`config.mk`:
```
export PLATFORM = sky130hd
export DESIGN_NAME = issue_queue
export DESIGN_NICKNAME = d
export VERILOG_FILES = /design/src/rtl/iq_pkg.sv /design/src/rtl/iq_slot.sv /design/src/rtl/iq_alloc.sv /design/src/rtl/iq_age_pick.sv /design/src/rtl/issue_queue.sv
export SDC_FILE = /design/constraint.sdc
export NUM_CORES = 1
export LEC_CHECK = 0
export BUFFER_PORTS_ARGS = -buffer_cell sky130_fd_sc_hd__buf_2
export CAP_MARGIN = 10
export CORE_MARGIN = 2
export CORE_UTILIZATION = 65
export DETAILED_ROUTE_END_ITERATION = 6
export PLACE_DENSITY_LB_ADDON = 0.3
export RECOVER_POWER = 100
export SYNTH_ARGS = -nofsm -noshare
export SYNTH_HDL_FRONTEND = slang
export SYNTH_SLANG_ARGS = --single-unit
```
`constraint.sdc`:
```
create_clock -name clk -period 5 [get_ports clk]
set_input_delay 0.5 -clock clk [delete_from_list [all_inputs] [get_ports clk]]
set_output_delay 0.5 -clock clk [all_outputs]
set_load 0.1 [all_outputs]
```
`src/rtl/iq_pkg.sv`:
```
// Package: default sizes shared by the issue queue modules.
// Assumes: callers may override these through module parameters.
package iq_pkg;
    localparam int unsigned IQ_DEPTH_DEF = 8;
    localparam int unsigned IQ_TAG_W_DEF = 6;
    localparam int unsigned IQ_OP_W_DEF  = 4;
endpackage

```
`src/rtl/iq_slot.sv`:
```
// Module: one issue-queue slot. Stores a renamed instruction and tracks
// readiness of its two physical sources from wakeup broadcasts.
// Assumes: load is only raised for a free slot; clear wins over load.
module iq_slot #(
    parameter int unsigned TAG_W = 6,
    parameter int unsigned OP_W  = 4
) (
    input  logic             clk,
    input  logic             rst_n,
    input  logic             clear,
    input  logic             load,
    input  logic [OP_W-1:0]  ld_op,
    input  logic [TAG_W-1:0] ld_dst,
    input  logic [TAG_W-1:0] ld_s1,
    input  logic             ld_s1_rdy,
    input  logic [TAG_W-1:0] ld_s2,
    input  logic             ld_s2_rdy,
    input  logic             wk_valid,
    input  logic [TAG_W-1:0] wk_tag,
    output logic             valid,
    output logic             ready,
    output logic [OP_W-1:0]  op,
    output logic [TAG_W-1:0] dst,
    output logic [TAG_W-1:0] s1,
    output logic [TAG_W-1:0] s2
);
    logic s1_rdy, s2_rdy;
    logic hit_ld1, hit_ld2, hit_s1, hit_s2;

    // Exact tag comparison against incoming and stored sources.
    always_comb begin
        hit_ld1 = wk_valid && (wk_tag == ld_s1);
        hit_ld2 = wk_valid && (wk_tag == ld_s2);
        hit_s1  = wk_valid && (wk_tag == s1);
        hit_s2  = wk_valid && (wk_tag == s2);
    end

    // Occupancy flag of the slot.
    always_ff @(posedge clk) begin
        if (!rst_n)     valid <= 1'b0;
        else if (clear) valid <= 1'b0;
        else if (load)  valid <= 1'b1;
    end

    // Capture the instruction, then accumulate wakeups on its sources.
    always_ff @(posedge clk) begin
        if (!rst_n) begin
            op <= '0; dst <= '0; s1 <= '0; s2 <= '0;
            s1_rdy <= 1'b0; s2_rdy <= 1'b0;
        end else if (load) begin
            op     <= ld_op;
            dst    <= ld_dst;
            s1     <= ld_s1;
            s2     <= ld_s2;
            s1_rdy <= ld_s1_rdy | hit_ld1;
            s2_rdy <= ld_s2_rdy | hit_ld2;
        end else if (valid) begin
            if (hit_s1) s1_rdy <= 1'b1;
            if (hit_s2) s2_rdy <= 1'b1;
        end
    end

    // Slot requests issue when both sources are available.
    assign ready = valid & s1_rdy & s2_rdy;

    a_r3_wake_src1: assert property (@(posedge clk) disable iff (!rst_n)
        (valid && !clear && !load && wk_valid && wk_tag == s1) |=> (valid && s1_rdy));
    a_r3_wake_src2: assert property (@(posedge clk) disable iff (!rst_n)
        (valid && !clear && !load && wk_valid && wk_tag == s2) |=> (valid && s2_rdy));
    a_r5_wake_on_load: assert property (@(posedge clk) disable iff (!rst_n)
        (load && !clear && hit_ld1 && hit_ld2) |=> ready);
endmodule

```
`src/rtl/iq_alloc.sv`:
```
// Module: free-slot finder. Picks the lowest-numbered empty slot for the
// next dispatch and reports when none is left.
// Assumes: valid reflects the registered occupancy of every slot.
module iq_alloc #(
    parameter int unsigned DEPTH = 8
) (
    input  logic [DEPTH-1:0] valid,
    output logic [DEPTH-1:0] free_oh,
    output logic             full
);
    // Priority scan for the first free slot.
    always_comb begin
        free_oh = '0;
        for (int i = DEPTH - 1; i >= 0; i--) begin
            if (!valid[i]) free_oh = DEPTH'(1) << i;
        end
    end

    // Queue is full when every slot is occupied.
    assign full = &valid;
endmodule

```
`src/rtl/iq_age_pick.sv`:
```
// Module: age matrix and oldest-ready selector. older[j][i]=1 records
// that slot j was dispatched before slot i.
// Assumes: alloc is one-hot or zero and names a slot that is empty.
module iq_age_pick #(
    parameter int unsigned DEPTH = 8
) (
    input  logic             clk,
    input  logic             rst_n,
    input  logic [DEPTH-1:0] alloc,
    input  logic [DEPTH-1:0] valid,
    input  logic [DEPTH-1:0] req,
    output logic [DEPTH-1:0] grant
);
    logic [DEPTH-1:0] older [DEPTH];

    // On allocation, the new slot becomes younger than every occupied slot.
    always_ff @(posedge clk) begin
        if (!rst_n) begin
            for (int r = 0; r < DEPTH; r++) older[r] <= '0;
        end else begin
            for (int k = 0; k < DEPTH; k++) begin
                if (alloc[k]) begin
                    older[k] <= '0;
                    for (int j = 0; j < DEPTH; j++) begin
                        if (j != k) older[j][k] <= valid[j];
                    end
                end
            end
        end
    end

    // Grant a requester only if no older slot also requests.
    for (genvar i = 0; i < DEPTH; i++) begin : g_pick
        logic [DEPTH-1:0] older_than_i;
        always_comb begin
            for (int j = 0; j < DEPTH; j++) older_than_i[j] = older[j][i];
        end
        assign grant[i] = req[i] & ~|(req & older_than_i);
    end

    a_r6_single_issue: assert property (@(posedge clk) disable iff (!rst_n)
        $onehot0(grant));
    a_r6_grant_needs_req: assert property (@(posedge clk) disable iff (!rst_n)
        (|req) |-> (|grant));
endmodule

```
`src/rtl/issue_queue.sv`:
```
// Module: out-of-order issue queue top. Accepts renamed instructions,
// wakes sources on broadcast tags, issues the oldest ready entry.
// Assumes: the single ALU accepts every issued instruction.
module issue_queue #(
    parameter int unsigned DEPTH = iq_pkg::IQ_DEPTH_DEF,
    parameter int unsigned TAG_W = iq_pkg::IQ_TAG_W_DEF,
    parameter int unsigned OP_W  = iq_pkg::IQ_OP_W_DEF
) (
    input  logic             clk,
    input  logic             rst_n,
    input  logic             flush,
    input  logic             disp_valid,
    output logic             disp_ready,
    input  logic [OP_W-1:0]  disp_op,
    input  logic [TAG_W-1:0] disp_dst,
    input  logic [TAG_W-1:0] disp_src1,
    input  logic             disp_src1_rdy,
    input  logic [TAG_W-1:0] disp_src2,
    input  logic             disp_src2_rdy,
    input  logic             wk_valid,
    input  logic [TAG_W-1:0] wk_tag,
    output logic             iss_valid,
    output logic [OP_W-1:0]  iss_op,
    output logic [TAG_W-1:0] iss_dst,
    output logic [TAG_W-1:0] iss_src1,
    output logic [TAG_W-1:0] iss_src2
);
    logic [DEPTH-1:0] valid, ready, free_oh, load, grant;
    logic             full, accept;
    logic [OP_W-1:0]  s_op  [DEPTH];
    logic [TAG_W-1:0] s_dst [DEPTH];
    logic [TAG_W-1:0] s_s1  [DEPTH];
    logic [TAG_W-1:0] s_s2  [DEPTH];

    iq_alloc #(.DEPTH(DEPTH)) u_alloc (
        .valid(valid), .free_oh(free_oh), .full(full)
    );

    // Dispatch handshake; flush discards a same-cycle dispatch.
    assign disp_ready = ~full;
    assign accept     = disp_valid & disp_ready & ~flush;
    assign load       = accept ? free_oh : '0;

    for (genvar i = 0; i < DEPTH; i++) begin : g_slot
        iq_slot #(.TAG_W(TAG_W), .OP_W(OP_W)) u_slot (
            .clk(clk), .rst_n(rst_n),
            .clear(flush | grant[i]), .load(load[i]),
            .ld_op(disp_op), .ld_dst(disp_dst),
            .ld_s1(disp_src1), .ld_s1_rdy(disp_src1_rdy),
            .ld_s2(disp_src2), .ld_s2_rdy(disp_src2_rdy),
            .wk_valid(wk_valid), .wk_tag(wk_tag),
            .valid(valid[i]), .ready(ready[i]),
            .op(s_op[i]), .dst(s_dst[i]), .s1(s_s1[i]), .s2(s_s2[i])
        );
    end

    iq_age_pick #(.DEPTH(DEPTH)) u_pick (
        .clk(clk), .rst_n(rst_n), .alloc(load),
        .valid(valid), .req(ready), .grant(grant)
    );

    // One-hot mux of the granted slot onto the issue port.
    always_comb begin
        iss_op = '0; iss_dst = '0; iss_src1 = '0; iss_src2 = '0;
        for (int i = 0; i < DEPTH; i++) begin
            if (grant[i]) begin
                iss_op   = iss_op   | s_op[i];
                iss_dst  = iss_dst  | s_dst[i];
                iss_src1 = iss_src1 | s_s1[i];
                iss_src2 = iss_src2 | s_s2[i];
            end
        end
    end
    assign iss_valid = |grant;

    a_r7_flush_empties: assert property (@(posedge clk) disable iff (!rst_n)
        flush |=> (!iss_valid && disp_ready));
    a_r8_full_holds: assert property (@(posedge clk) disable iff (!rst_n)
        (!disp_ready && !flush && !iss_valid) |=> !disp_ready);
    a_r4_ready_dispatch_issues: assert property (@(posedge clk) disable iff (!rst_n)
        (accept && disp_src1_rdy && disp_src2_rdy) |=> iss_valid);
    a_r2_issue_from_valid: assert property (@(posedge clk) disable iff (!rst_n)
        iss_valid |-> (|(grant & valid)));
endmodule

```
# Word level (Yosys, flattened, before mapping)
# Memory sizes are Yosys's and may differ from the RTL's.
# Cells that the tools add are included.
totals:
  regBits: 200
  mem_bits_rw: 64
  inputBits: 35
  output_inout_bits: 24
  wordCells: 532
  mem_count: 1
op_classes:
  n_eq_ne: 18
  muxes: 206
  n_bitwise: 167
  n_reduce_logical: 84
mem_list:
  columns: ["name", "depth", "word_bits", "read_ports", "rd_clocked_by_memory_dff", "write_ports", "line_no", "rtl"]
  rows:
  - ["u_pick.older", 8, 8, 8, 0, 8, "iq_age_pick.sv:14", "logic [DEPTH-1:0] older [DEPTH];"]
op_table:
  columns: ["op", "count"]
  rows:
  - ["2-to-1 mux 1 bit", 158]
  - ["2-to-1 mux 6 bit", 25]
  - ["bitwise OR 6 bit", 21]
  - ["equality test 6 bit", 18]
  - ["bitwise OR 1 bit", 102]
  - ["2-to-1 mux 8 bit", 10]
  - ["OR reduction 8 bit", 9]
  - ["AND 8 bit", 8]
  - ["nonzero test 2 bit", 24]
  - ["2-to-1 mux 4 bit", 9]
  - ["AND reduction 2 bit", 16]
  - ["bitwise OR 4 bit", 7]
  - ["AND 1 bit", 26]
  - ["logical AND 1 bit", 18]
  - ["OR reduction 2 bit", 8]
  - ["logical NOT 1 bit", 8]
  - ["AND reduction 8 bit", 1]
  - ["2-to-1 mux 7 bit", 1]
  - ["2-to-1 mux 5 bit", 1]
  - ["2-to-1 mux 3 bit", 1]
  - ["NOT 1 bit", 3]
  - ["2-to-1 mux 2 bit", 1]

# Depth between registers and ports, before layout
# Gate-level depths: netlist of run 1.
logic_depth:
  ltp_word: 21
  ltp_mapped: 9
  mapped_depth_nobuf: 6

# By module
# From an unflattened synthesis of run 1, not the netlist that was laid out.
unflattened:
  hier_cells: 1345
  area_unflattened_um2: 14104.8
modules_own_cells:
  columns: ["mod", "n_inst", "cells_per_inst", "area_each_um2", "seq_area_each_um2"]
  rows:
  - ["iq_slot", 8, 118, 1283.7, 500.5]
  - ["iq_age_pick", 1, 240, 2723.9, 1441.4]
  - ["issue_queue", 1, 147, 1026.0, 0.0]
  - ["iq_alloc", 1, 14, 85.1, 0.0]

# Worst setup path before layout of run 1
# OpenSTA, ideal clock, no wires.
synth_timing:
  path_type: "register to output"
  start: "reg g_slot[2].u_slot.s2_rdy"
  end: "out iss_dst[5]"
  t_arrival_ps: 2288
  required_ps: 4500
  slack_ps: 2212
  stages_incl_launch_ff: 7
  n_path_buf: 2
  path_cell_list: "dfxtp_1 -> clkbuf_1 -> and3_1 -> a2111oi_4 -> clkbuf_1 -> a22oi_1 -> nand3_1"
synth_via:
  elab_chain_cells: 20
  elab_cells_between_ends: 48
  classes_between: "mux (8); bitwise (24); reduce/logical (16)"
synth_lines:
  columns: ["item", "line_no", "rtl"]
  rows:
  - ["from (decl)", "iq_slot.sv:27", "logic s1_rdy, s2_rdy;"]
  - ["from (signal assigned)", "iq_slot.sv:56", "s2_rdy <= ld_s2_rdy | hit_ld2;"]
  - ["AND 1 bit *", "iq_slot.sv:64", "assign ready = valid & s1_rdy & s2_rdy;"]
  - ["AND 8 bit", "iq_age_pick.sv:38", "assign grant[i] = req[i] & ~|(req & older_than_i);"]
  - ["OR reduction 8 bit", "iq_age_pick.sv:38", null]
  - ["logical NOT 1 bit", "iq_age_pick.sv:38", null]
  - ["AND 1 bit", "iq_age_pick.sv:38", null]
  - ["2-to-1 mux 6 bit", "issue_queue.sv:66", "if (grant[i]) begin"]
  - ["bitwise OR 6 bit", "issue_queue.sv:68", "iss_dst = iss_dst | s_dst[i];"]
  - ["2-to-1 mux 6 bit", "issue_queue.sv:66", null]
  - ["[4 not listed]", null, null]
  - ["bitwise OR 6 bit", "issue_queue.sv:68", null]
  - ["2-to-1 mux 6 bit", "issue_queue.sv:66", null]
  - ["bitwise OR 6 bit", "issue_queue.sv:68", null]
  - ["2-to-1 mux 6 bit", "issue_queue.sv:66", null]
  - ["bitwise OR 6 bit", "issue_queue.sv:68", null]
  - ["2-to-1 mux 6 bit", "issue_queue.sv:66", null]
  - ["bitwise OR 6 bit", "issue_queue.sv:68", null]
  - ["2-to-1 mux 6 bit *", "issue_queue.sv:66", null]
  - ["to (decl)", "issue_queue.sv:24", "output logic [TAG_W-1:0] iss_dst,"]
# Mark *: on every way between the ends. The rest lies on a longest branch, timed or not.

# Worst setup path in the final report of run 1
layout_timing:
  start: "reg g_slot[7].u_slot.valid"
  end: "out iss_src1[5]"
layout_via:
  elab_chain_cells: 21
  elab_cells_between_ends: 49
  classes_between: "mux (8); bitwise (25); reduce/logical (16)"
layout_lines:
  columns: ["item", "line_no", "rtl"]
  rows:
  - ["from (decl)", "iq_slot.sv:20", "output logic valid,"]
  - ["from (signal assigned)", "iq_slot.sv:40", "if (!rst_n) valid <= 1'b0;"]
  - ["from (signal assigned)", "iq_slot.sv:41", "else if (clear) valid <= 1'b0;"]
  - ["from (signal assigned)", "iq_slot.sv:42", "else if (load) valid <= 1'b1;"]
  - ["AND 1 bit * (2 in a row)", "iq_slot.sv:64", null]
  - ["AND 8 bit", "iq_age_pick.sv:38", null]
  - ["OR reduction 8 bit", "iq_age_pick.sv:38", null]
  - ["logical NOT 1 bit", "iq_age_pick.sv:38", null]
  - ["AND 1 bit", "iq_age_pick.sv:38", null]
  - ["2-to-1 mux 6 bit", "issue_queue.sv:66", null]
  - ["bitwise OR 6 bit", "issue_queue.sv:69", "iss_src1 = iss_src1 | s_s1[i];"]
  - ["2-to-1 mux 6 bit", "issue_queue.sv:66", null]
  - ["[4 not listed]", null, null]
  - ["bitwise OR 6 bit", "issue_queue.sv:69", null]
  - ["2-to-1 mux 6 bit", "issue_queue.sv:66", null]
  - ["bitwise OR 6 bit", "issue_queue.sv:69", null]
  - ["2-to-1 mux 6 bit", "issue_queue.sv:66", null]
  - ["bitwise OR 6 bit", "issue_queue.sv:69", null]
  - ["2-to-1 mux 6 bit", "issue_queue.sv:66", null]
  - ["bitwise OR 6 bit", "issue_queue.sv:69", null]
  - ["2-to-1 mux 6 bit *", "issue_queue.sv:66", null]
  - ["to (decl)", "issue_queue.sv:25", "output logic [TAG_W-1:0] iss_src1,"]
# Marked as above.

==> run metrics, run 1 <==
outcome finished with violations; failing checks DRC, capacitance limit, slew limit; switching portion of total power 23.4%; simple-gate share of the synthesized area 21.6%; DRC viols 2; final instance area 13200 µm²; final setup fails 0; depth of the worst hold-timing path 3; total negative slack 0 ns; total grt overflow 0; number of flops mapped to enable cells by yosys 50; clock slew at reported path FFs 0.07 ns; Pwr Density 326 nW/µm²; Total GRT Usage 43.2%; Clock Tree Root clkbuf_16; Syn Inst Count 1467; adder-cell share of the synthesized area 0%; Crit path largest cell delay 1.03 ns; CTS tree done; Seq/Total Area, Yosys 45.9%; Post-Route WL 43.6 mm; # resized after CTS 0; reg2reg path depth 6; Worst setup SP type flop; IO buf count 58; clk_skew 0.0148 ns; post-route clock period utilization 92.7%; Non-Filler Instances 1690; max cap viols 5; most frequent cells in the layout 277 x nand2_1, 206 x dfxtp_1, 93 x a21oi_1; Comb power frac 5.0%; WL per Instance 25.8 µm; Placed Area 12500 µm²; worst setup margin 0.364 ns; placed cells 1643; synth unique cells 45; overall via count from detail_route 11.8k; share of cells above drive strength 1 7.42%; nets@finish 1472; crit end category output port; Post-Syn Area per Cell 8.35 µm²; first-pass GRT wire length 66.1 mm; vias per cell 7.01; Worst Path Arrival 4.14 ns; Critical Path Fanout Max 17; min Tclk post-route 4.64 ns; worst hold-check path type input port to flop; mux share of post-synthesis cell area 0%; Hold Buf Count CTS 0; crit path cell chain and3_1 -> a22o_1 -> a2111oi_4 -> a2111oi_0 -> nand3_1 -> clkbuf_1; Die Area 20000 µm²; RSZ-0062 raised after global routing false; antenna violations before repair 0; initial core utilization 66.0%; Syn Nets 1502; power share of the clock group 44.9%; initial drt markers 1976; Die Ht 141 µm; Num Clock Sinks 256; Main synth FF type dfxtp_1; reg2reg setup slack 0.92 ns; Post-Syn Area 12300 µm²; filler instances 1457; largest family of logic cells by synthesized area simple AND/OR/NAND/NOR gates; switching power 1.01 mW; fin. max-slew vios 113; DRT Pass-1 Iters 7; pre-CTS setup slack 1.47 ns; Slowest-stage cell, CP a2111oi_4; Synth-to-Final Area Change 7.55%; Max Clock Freq 216 MHz; n_diodes 0; Post-CTS Setup Repair Bufs 0; antenna viol nets, final 0; warnings from Yosys 0; Skew-Pair Late Insertion Delay 0.54 ns; TritonCTS Buffers 26; I/O Pins 59; Lkg Pwr 4.78 nW; CTS Buffer Depth 3; vias in the first global route 11.3k; Peak supply drop 322 µV; XOR/XNOR Fraction of Synth Area 7.72%; final hold violations 0; share of the synthesized area in the top cell type 33.6%; FP Rows 50; GPL Wtd Cong 1.03; CP required 4.50 ns; critical path class flop to output port; commonest non-fill, non-tap cell in the layout nand2_1; flip-flop and latch count after synthesis 256; chip width 141 µm; Rel. slew slack -20.2%; cell taking the most area after synthesis dfxtp_1; compound-gate portion of the synthesized area 16.9%; asr flop ratio synth 0%; core area 18600 µm²; Worst-Margin Slew 1.80 ns; HPWL Detailed 28.0 mm; Internal 3.29 mW; synth top area cells dfxtp_1 34%, edfxtp_1 12%, nand2_1 8.5%, xor2_1 4.3%, a22o_1 4.0%; H-tree levels 1; largest net degree at the start of global routing 57; Seq pwr share 50.1%
[worst paths after layout]
check	from	end
max	g_slot[7].u_slot.valid$_SDFFE_PP0P_	iss_src1[5]
min	disp_dst[5]	g_slot[4].u_slot.dst[5]$_SDFFE_PN0P_
max reg2reg	g_slot[2].u_slot.valid$_SDFFE_PP0P_	g_slot[7].u_slot.s1_rdy$_SDFFE_PN0P_
min reg2reg	g_slot[5].u_slot.dst[4]$_SDFFE_PN0P_	g_slot[5].u_slot.dst[4]$_SDFFE_PN0P_
[power by group through the flow]
stage               sequential, mW  clock, mW  combinational (mW)
CTS                           2.15       1.90               0.207
global placement              2.19          0               0.204
finish                        2.15       1.93               0.216
floorplan                     2.18          0               0.146
detailed placement            2.19          0               0.206
global route                  2.15       1.99               0.225
[cells by family (layout without fill, tap and decap cells)]
kind of cell,Yosys count,count (layout)
compound gates,297,297
buf+inv,231,220
xor+xnor,108,108
simple gates,575,575
flops,256,256
[per-stage QoR]
step,util [%],power (mW),hold WS (ns)
5_1_grt,70.9,4.37,0.250
4_1_cts,71.5,4.26,0.242
6_report,70.9,4.30,0.269
3_3_place_gp,67.0,2.40,0.440
2_1_floorplan,-,2.33,0.434
3_5_place_dp,67.0,2.40,0.446
[registers in the layout, indices dropped and copies added, names as in the netlist]
signal                cells
u_pick.older             56
g_slot.u_slot.dst        48
g_slot.u_slot.s1         48
g_slot.u_slot.s2         48
g_slot.u_slot.op         32
g_slot.u_slot.s1_rdy      8
g_slot.u_slot.s2_rdy      8
g_slot.u_slot.valid       8
[cell type report]
class	instances	area (µm²)	share of cell area, %
Multi-Input combinational cell	980	5670	43.0
Sequential cell	256	5630	42.7
Clock buffer	39	762	5.78
Timing Repair Buffer	87	448	3.40
Inverter	86	324	2.46
Tap cell	234	293	2.22
Clock inverter	8	65.1	0.494
[critical path, delay by kind of cell, from the launching register on]
family / cells / cell delay (ns)
buffers and inverters: 1 / 0.92
flip-flops: 1 / 0.47
AND/OR/NAND/NOR: 2 / 0.59
AO/OA/AOI/OAI: 3 / 1.60
[cells in the mapped netlist, types with 2 or more instances]
| cell type | n |
|---|---|
| nand2b_1 | 3 |
| or4_1 | 2 |
| a31oi_1 | 2 |
| nand2_1 | 277 |
| buf_4 | 3 |
| nand3b_1 | 2 |
| a2111oi_0 | 25 |
| or3_1 | 6 |
| nor2_2 | 2 |
| xnor2_1 | 48 |
| o22ai_1 | 6 |
| a2111oi_4 | 3 |
| xor2_1 | 60 |
| and3_1 | 7 |
| inv_2 | 4 |
| a41oi_1 | 6 |
| buf_1 | 4 |
| nand4_1 | 66 |
| buf_6 | 2 |
| o31ai_1 | 3 |
| buf_2 | 57 |
| inv_1 | 82 |
| o2111ai_2 | 2 |
| nor4_1 | 20 |
| o21ai_0 | 45 |
| nand3_1 | 61 |
| edfxtp_1 | 50 |
| a22oi_1 | 45 |
| a21oi_1 | 94 |
| clkbuf_1 | 79 |
| a41o_1 | 2 |
| a22o_1 | 56 |
| a221oi_1 | 6 |
| nor2_1 | 45 |
| nor3_1 | 70 |
| and2_1 | 8 |
| dfxtp_1 | 206 |
[metal layers]
| metal | up-vias | share of wire, % | global-route usage [%] |
|---|---|---|---|
| li1 | 5047 | - | - |
| met1 | 5501 | 38 | 59.4 |
| met2 | 1084 | 41 | 62.9 |
| met3 | 208 | 16 | 12.8 |
| met4 | 0 | 5.5 | 20.4 |
| met5 | - | 0 | 0 |
(Power assumes the default switching activity.)
==> inputs of run 2 (changes only) <==
- ABC_CLOCK_PERIOD_IN_PS: default -> 5000
- CELL_PAD_IN_SITES_DETAIL_PLACEMENT: default -> 0
- CELL_PAD_IN_SITES_GLOBAL_PLACEMENT: default -> 1
- CORE_UTILIZATION: 65 -> 50
==> run 2 against run 1 <==
The run ends with capacitance limit, slew limit left. Sequential cell count unchanged. Sequential share of layout area decreased by 0.87 points. Utilization decreased by 15 points. Maximum frequency increased by 1.8%. Via count decreased by 4.8%. Count of clock-buffer cells in the layout increased by 3. Largest power group is now the clock network.
==> run metrics, run 2 (synthesis results as in run 1) <==
Critical Path Fanout Max 14 (-3); # resized after CTS 0 (unchanged); commonest non-fill, non-tap cell in the layout nand2_1; H-tree levels 1 (unchanged); Peak supply drop 248 µV (-23%); Post-CTS Setup Repair Bufs 0 (unchanged); CTS Buffer Depth 3 (unchanged); Clock Tree Root clkbuf_16; fin. max-slew vios 208 (+84%); Worst-Margin Slew 2.05 ns (+0.245 ns); placed cells 1730 (+5.3%); final setup fails 0 (unchanged); Slowest-stage cell, CP a2111oi_0; WP buf/inv 2 (+1); worst hold-check path type input port to flop; IO buf count 58 (unchanged); switching power 1.04 mW (+3.1%); vias per cell 6.32 (-9.7%); Num Clock Sinks 256 (unchanged); failing checks capacitance limit, slew limit; nets@finish 1471 (-0.068%); largest net degree at the start of global routing 80 (+40%); min Tclk post-route 4.55 ns (-0.0836 ns); Hold Startpoint flush; Worst Path Arrival 4.05 ns (-0.09 ns); HPWL Detailed 28.2 mm (+0.89%); TritonCTS Buffers 28 (+7.7%); Post-Route WL 44.2 mm (+1.3%); total grt overflow 0 (unchanged); Synth-to-Final Area Change 9.78%; Rel. slew slack -37.1% (-17 points); total negative slack 0 ns (unchanged); crit end category output port; vias in the first global route 10.7k (-5.1%); most frequent cells in the layout 277 x nand2_1, 206 x dfxtp_1, 93 x a21oi_1; CTS tree done; critical path class flop to output port; Crit path largest cell delay 0.76 ns (-0.27 ns); I/O Pins 59 (unchanged); post-route clock period utilization 91.1% (-1.7 points); overall via count from detail_route 11.3k (-4.8%); RSZ-0062 raised after global routing false; max cap viols 8 (+3); initial core utilization 50.7% (-15 points); power share of the clock group 48.7% (+3.8 points); FP Rows 57 (+14%); share of cells above drive strength 1 8.78% (+1.4 points); Die Ht 161 µm (+14%); worst setup margin 0.447 ns (+0.0836 ns); clock slew at reported path FFs 0.06 ns (about the same); Total GRT Usage 34.1% (-9.1 points); initial drt markers 1269 (-36%); Lkg Pwr 4.90 nW (+2.4%); depth of the worst hold-timing path 2 (-1); Skew-Pair Late Insertion Delay 0.55 ns (about the same); core area 24200 µm² (+30%); outcome finished with violations; WL per Instance 24.8 µm (-4.0%); utilization after layout 55.7% (-15 points); Die Area 25800 µm² (+29%); clk_skew 0.0157 ns (+0.000916 ns); Seq pwr share 46.7% (-3.4 points); DRT Pass-1 Iters 5 (-2); antenna violations before repair 2 (+2); pre-CTS setup slack 1.32 ns (-0.149 ns); Largest Register u_pick.older; first-pass GRT wire length 67.2 mm (+1.6%); switching portion of total power 22.5% (-0.89 points); delay-heaviest family, CP compound AO/OA/AOI/OAI gates; CP required 4.50 ns (about the same); Worst setup SP type flop; reg2reg setup slack 0.53 ns (-0.39 ns); DRC viols 0 (-2); R2R Path End g_slot[4].u_slot.s1[1]$_SDFFE_PN0P_; Largest register FFs 56 (unchanged); Max Clock Freq 220 MHz (+1.8%); Reg-to-Reg Start g_slot[4].u_slot.valid$_SDFFE_PP0P_; Comb power frac 4.5% (-0.5 points); overall power 4.60 mW (+7.2%); reg2reg path depth 7 (+1); Worst Hold End g_slot[6].u_slot.valid$_SDFFE_PP0P_; GPL Wtd Cong 0.977 (-5.4%); most used cell, CP nand3_1; Hold Buf Count CTS 0 (unchanged); crit path cell chain nand3_1 -> o2111ai_2 -> buf_4 -> nor3_1 -> a2111oi_0 -> nand3_1 -> clkbuf_2; Internal 3.57 mW (+8.4%); Non-Filler Instances 1783 (+5.5%); Pwr Density 342 nW/µm² (+5.0%); final hold violations 0 (unchanged); chip width 161 µm (+14%); antenna viol nets, final 0 (unchanged)
==> run 2: area by class of cell <==
class	count	area, µm²
multi-input cells	980	5640
fillers	2230	10700
clock inverters	10	124
diodes	1	2.50
inverters	86	324
clock buffers	42	888
well taps	324	405
repair buffers	84	445
flip-flops and latches	256	5630
==> run 2: stage by stage <==
| step | cell area [µm²] | hold slack [ns] |
|---|---|---|
| finish | 13500 | 0.215 |
| global route | 13500 | 0.206 |
| CTS | 13600 | 0.201 |
| detailed placement | 12500 | 0.446 |
| global placement | 12500 | 0.440 |
| floorplan | 12300 | 0.434 |
==> run 2: worst max path at each step <==
stage / from / to / slack (ns) / cells past startpoint
detailed placement: g_slot[6].u_slot.valid$_SDFFE_PP0P_ / iss_src2[0] / 1.32 / 7
global placement: g_slot[6].u_slot.valid$_SDFFE_PP0P_ / iss_src2[0] / 1.39 / 7
finish: g_slot[6].u_slot.valid$_SDFFE_PP0P_ / iss_src2[0] / 0.45 / 7
global route: g_slot[4].u_slot.valid$_SDFFE_PP0P_ / g_slot[4].u_slot.s1[1]$_SDFFE_PN0P_ / 0.36 / 7
floorplan: g_slot[2].u_slot.s2_rdy$_SDFFE_PN0P_ / iss_dst[5] / 2.21 / 6
CTS: g_slot[6].u_slot.valid$_SDFFE_PP0P_ / iss_src2[0] / 0.72 / 7
==> run 2: worst register-to-register path, stage by stage, from the launching register on <==
cell,delay (ns)
dfxtp_1,0.74
inv_1,0.31
nand3_1,0.13
clkbuf_1,1.42
inv_1,0.95
clkbuf_2,0.52
nand2_1,0.15
o21ai_0,0.09
==> run 2: power by group through the flow <==
stage / Sequential, mW / Clock, mW / Combinational (mW)
after floorplan: 2.18 / 0 / 0.146
after global placement: 2.19 / 0 / 0.202
after detailed placement: 2.20 / 0 / 0.204
after CTS: 2.15 / 2.26 / 0.206
after global routing: 2.15 / 2.35 / 0.223
final: 2.15 / 2.24 / 0.209
==> run 2: metal layers <==
layer | routed length, µm | vias to the layer above | global-route usage, %
met1 | 17800 | 5332 | 46.7
li1 | - | 5045 | -
met3 | 5220 | 157 | 8.21
met5 | 13 | - | 0
met2 | 19100 | 740 | 52.0
met4 | 2020 | 2 | 13.9
